===== config.mk =====
export PLATFORM = sky130hd
export DESIGN_NAME = magn_regfile
export DESIGN_NICKNAME = d
export VERILOG_FILES = /design/src/rtl/magn_regfile.sv
export SDC_FILE = /design/constraint.sdc
export NUM_CORES = 1
export LEC_CHECK = 0
export BUFFER_PORTS_ARGS = -buffer_cell sky130_fd_sc_hd__buf_4
export CAP_MARGIN = 20
export CORE_MARGIN = 3
export CORE_UTILIZATION = 58
export CTS_CLUSTER_SIZE = 40
export DETAILED_ROUTE_END_ITERATION = 16
export GPL_TIMING_DRIVEN = 0
export PLACE_DENSITY = 0.89
export SYNTH_ARGS = -nofsm -noshare
export SYNTH_HDL_FRONTEND = slang
export SYNTH_SLANG_ARGS = --single-unit

===== constraint.sdc =====
create_clock -name clk -period 2.8 [get_ports clk]
set_input_delay 0.56 -clock clk [delete_from_list [all_inputs] [get_ports clk]]
set_output_delay 0.56 -clock clk [all_outputs]
set_load 0.03 [all_outputs]

===== src/rtl/magn_regfile.sv =====
module magn_regfile #(
  parameter logic [7:0]   ID_VALUE   = 8'h32,
  parameter logic [167:0] TRIM_BYTES = 168'h14_E7_1A_00_6C_00_00_C6_0A_F9_28_00_00_8A_1D_42_05_1F_33_7B_D1
) (
  input  logic        clk,
  input  logic        rst_n,
  input  logic [7:0]  reg_addr,
  input  logic [7:0]  reg_wdata,
  input  logic        reg_wr,
  input  logic        reg_rd,
  output logic [7:0]  reg_rdata,
  input  logic        meas_done,
  input  logic [12:0] samp_x,
  input  logic [12:0] samp_y,
  input  logic [14:0] samp_z,
  input  logic [13:0] samp_rh,
  output logic        drdy
);

  logic [7:0]  power_q, opmode_q, intcfg_q, drcfg_q, lothr_q, hithr_q, repxy_q, repz_q;
  logic [15:0] ax_q, ay_q, az_q, rh_q;
  logic        ready_q;
  logic [7:0]  rd_val;
  logic [7:0]  trim_off;

  wire       pwr_on   = power_q[0];
  wire [1:0] mode     = opmode_q[2:1];
  wire       meas_ok  = meas_done && pwr_on && (mode == 2'b00 || mode == 2'b01);
  wire       rd_clear = reg_rd && pwr_on && (reg_addr == 8'h42);
  wire       wr_ok    = reg_wr && (pwr_on || reg_addr == 8'h4B);

  assign trim_off = reg_addr - 8'h5D;
  assign drdy     = drcfg_q[2] ? ready_q : ~ready_q;

  always_comb begin
    rd_val = 8'h00;
    if (!pwr_on) begin
      if (reg_addr == 8'h4B) rd_val = power_q;
    end else begin
      case (reg_addr)
        8'h40: rd_val = ID_VALUE;
        8'h42: rd_val = ax_q[7:0];
        8'h43: rd_val = ax_q[15:8];
        8'h44: rd_val = ay_q[7:0];
        8'h45: rd_val = ay_q[15:8];
        8'h46: rd_val = az_q[7:0];
        8'h47: rd_val = az_q[15:8];
        8'h48: rd_val = rh_q[7:0];
        8'h49: rd_val = rh_q[15:8];
        8'h4A: rd_val = {7'b0, ready_q};
        8'h4B: rd_val = power_q;
        8'h4C: rd_val = opmode_q;
        8'h4D: rd_val = intcfg_q;
        8'h4E: rd_val = drcfg_q;
        8'h4F: rd_val = lothr_q;
        8'h50: rd_val = hithr_q;
        8'h51: rd_val = repxy_q;
        8'h52: rd_val = repz_q;
        default: begin
          if (reg_addr >= 8'h5D && reg_addr <= 8'h71)
            rd_val = TRIM_BYTES[{trim_off[4:0], 3'b000} +: 8];
        end
      endcase
    end
  end

  always_ff @(posedge clk or negedge rst_n) begin
    if (!rst_n) begin
      power_q  <= 8'h00;
      opmode_q <= 8'h06;
      intcfg_q <= 8'h00;
      drcfg_q  <= 8'h00;
      lothr_q  <= 8'h00;
      hithr_q  <= 8'h00;
      repxy_q  <= 8'h00;
      repz_q   <= 8'h00;
    end else begin
      if (wr_ok) begin
        case (reg_addr)
          8'h4B: power_q  <= reg_wdata;
          8'h4C: opmode_q <= reg_wdata;
          8'h4D: intcfg_q <= reg_wdata;
          8'h4E: drcfg_q  <= reg_wdata;
          8'h4F: lothr_q  <= reg_wdata;
          8'h50: hithr_q  <= reg_wdata;
          8'h51: repxy_q  <= reg_wdata;
          8'h52: repz_q   <= reg_wdata;
          default: ;
        endcase
      end
      if (meas_ok && mode == 2'b01) opmode_q[2:1] <= 2'b11;
    end
  end

  always_ff @(posedge clk or negedge rst_n) begin
    if (!rst_n) begin
      ax_q <= 16'h0000;
      ay_q <= 16'h0000;
      az_q <= 16'h0000;
      rh_q <= 16'h0000;
    end else if (meas_ok) begin
      if (drcfg_q[3]) ax_q <= {samp_x, 3'b000};
      if (drcfg_q[4]) ay_q <= {samp_y, 3'b000};
      if (drcfg_q[5]) az_q <= {samp_z, 1'b0};
      rh_q <= {samp_rh, 2'b00};
    end
  end

  always_ff @(posedge clk or negedge rst_n) begin
    if (!rst_n) begin
      ready_q   <= 1'b0;
      reg_rdata <= 8'h00;
    end else begin
      if (meas_ok && drcfg_q[7]) ready_q <= 1'b1;
      else if (rd_clear)         ready_q <= 1'b0;
      if (reg_rd) reg_rdata <= rd_val;
    end
  end

endmodule


==> flow_summary.ini <==
[status]
status = finished, final reports clean

[synthesis]
ys_ff_latch = 128
yosysWarningCount = 0
synth_top_family_by_area = multiplexers
synth_top_area_cell = dfrtp_1
syn_area_per_cell_um2 = 11.5
syn-num-nets = 650
async_flop_share_pct = 100
synth-edff-count = 0
synthMuxAreaShare_pct = 21.4
netlist_area_mm2 = 0.00650
ys_top_cells_by_count = dfrtp_1 (126), mux2_2 (110), nand2_1 (42), o21ai_0 (33), a21oi_1 (31)
ys_seq_area_share_pct = 49.3
synthSimpleGateAreaFrac_pct = 8.96
synthAdderAreaFrac_pct = 1.35
yosysMostFrequentCell = dfrtp_1
yosys.area.top_type_share_pct = 48.5
synth_xor_area_share_pct = 0.673
synthDistinctLibCells = 59
synth_ff_type = dfrtp_1
syn_inst = 567
synth-compound-area-share_pct = 15.1
synth.area.top_cells = dfrtp_1 (48%), mux2_2 (19%), o21ai_0 (2.5%)

[placed_design]
gp_congestion = 0.986
port_buffers = 82
place_ws_ns = -0.571
dpl.hpwl_um = 14700
placed_cells_incl_taps = 790

[floorplanning]
die-area_mm2 = 0.0125
rows = 38
die_w_um = 112
die-height_um = 112
core_mm2 = 0.0109
num_io_pins = 85
start_util_pct = 59.7

[worst_setup_path]
worstPathRequired_ns = 3.19
worst-r2r-cell-count = 5
reg2reg_slack_ns = 0.23
cp-end-kind = flip-flop
crit_path_start_kind = input port
worstPathArrival_ns = 3.08
critPathLaunch = reg_addr[0]
cp_max_fo = 11
r2r_start = opmode_q[2]
setup.worst_path.class = in2reg
rr_endpoint = ay_q[15]

[final_layout]
nNetsFinal = 753
fin_cells = 823
n_antenna_cell = 0
area_delta_synth_final_pct = 21.4
drive_gt1_share_pct = 36.3

[sta]
tightest_slew_ns = 0.950
rsz0062_at_grt = false
skew_ns = 0.0149
setup_slack_ns = 0.105
period_needed_ns = 2.69
fmax_ghz = 0.371
drv_slew = 0
hold_viol = 0
tns_ns = 0
setup_violations = 0
maxSlewHeadroom_pct = 36.5
fin_crit_sh_pct = 96.2

[power]
power_density_mw_per_mm2 = 580
ir_drop_mv = 0.649
p_leak_nw = 3.78

[clock_tree]
tritoncts = done
h-tree-depth = 4
clk_latency_ns = 0.54
clk_transition_reported_paths_ns = 0.06
cts_buffers = 17
cts_root_buf = clkbuf_8
clkSinkCount = 128
cts_buffer_depth = 2

[hold_path]
hold_depth = 2
hp-class = in2reg
whs_endpoint = ay_q[6]
min_from = samp_y[3]

[global_route]
grt.total_usage_pct = 34.6
grt_pass1_vias = 5699
grt_overflow_total = 0
grt_start_max_net_pins = 84
grt_antenna_before_repair = 0
grt_pass1_wl_um = 32800

[route]
vias = 5574
dr_wl_met2_um = 10000
drtPass1Iterations = 6
ant_nets = 0
dr_wl_met3_um = 1900
met1Wirelength_um = 8240
route.detailed.drc = 0
drt_wl_total_um = 21100
vias_per_cell = 6.77
drt-initial-drc-count = 669
top_layer_used = met4
wl_per_cell_um = 25.6

[run]
cap_violations = 0
-- state kept, by name, indices dropped and copies added, names as in the netlist --
register	cells
ax_q	13
repxy_q	8
drcfg_q	8
repz_q	8
intcfg_q	8
az_q	15
lothr_q	8
power_q	8
ready_q	1
ay_q	13
rh_q	14
hithr_q	8
opmode_q	8
reg_rdata	8
-- worst max-delay path by stage --
stage / to / slack [ns]
after floorplan: opmode_q[4] / 0.48
final: reg_rdata[3] / 0.11
after global placement: reg_rdata[3] / -0.59
after CTS: reg_rdata[3] / 0.08
after detailed placement: reg_rdata[3] / -0.57
after global routing: reg_rdata[4] / 0.02
-- power breakdown --
part	switching, mW	internal [mW]	leakage (nW)
logic	0.311	0.213	1.75
clock network	0.859	1.23	0.271
registers	0.0518	1.92	1.76
-- cell families after synthesis --
family,after synthesis
XOR/XNOR,5
AND/OR/NAND/NOR,114
flip-flops,128
multiplexers,123
adder cells (fa/ha/maj),7
AO/OA/AOI/OAI,144
buffers and inverters,46
-- metrics by stage --
stage | area, um2 | total power [mW] | hold slack [ns] | utilization, %
floorplan | 6500 | 2.24 | 0.264 | -
global placement | 7300 | 2.49 | 0.458 | 67.0
detailed placement | 7330 | 2.51 | 0.471 | 67.3
CTS | 7890 | 4.58 | 0.241 | 72.5
global route | 7900 | 4.72 | 0.248 | 72.5
finish | 7900 | 4.58 | 0.253 | 72.5
-- critical path: stages --
cell and delay [ns]:
buf_4 0.16, inv_1 0.09, ha_1 0.30, clkbuf_2 0.33, buf_2 0.31, a222oi_1 0.57
o32ai_1 0.18, nor4_1 0.42, a31oi_1 0.15
-- cell type report --
cell class,count,area [um2]
multi-input combinational,393,3090
buffer,35,174
fill,748,2990
sequential,128,3210
tap,140,175
clock buffer,20,445
clock inverter,12,109
inverter,11,41.3
timing repair buffer,84,657
-- cell usage in the layout (no fill, tap or decap), drive strengths merged, types with 9 or more instances in the layout --
cell    instances
dfrtp         126
nand2          46
nand3          13
nor2           21
a22oi          10
clkbuf         44
a21oi          31
o21ai          34
mux2i           9
inv            13
mux2          113
nor3            9
a222oi         14
buf            94
-- layer usage --
metal / up-vias / global-route usage [%]
met5: - / 0
met4: 0 / 18.8
met3: 74 / 8.97
met2: 343 / 52.0
met1: 2810 / 46.1
li1: 2347 / -
-- what timing repair did --
action | in CTS | in global routing
buffers inserted | 0 | 0
pin swaps | 1 | 1
resized for setup | 1 | 5
setup endpoints to repair | 1 | 3
endpoints found under the hold margin | 45 | 0
hold buffers | 1 | 0
(Power assumes the default switching activity.)
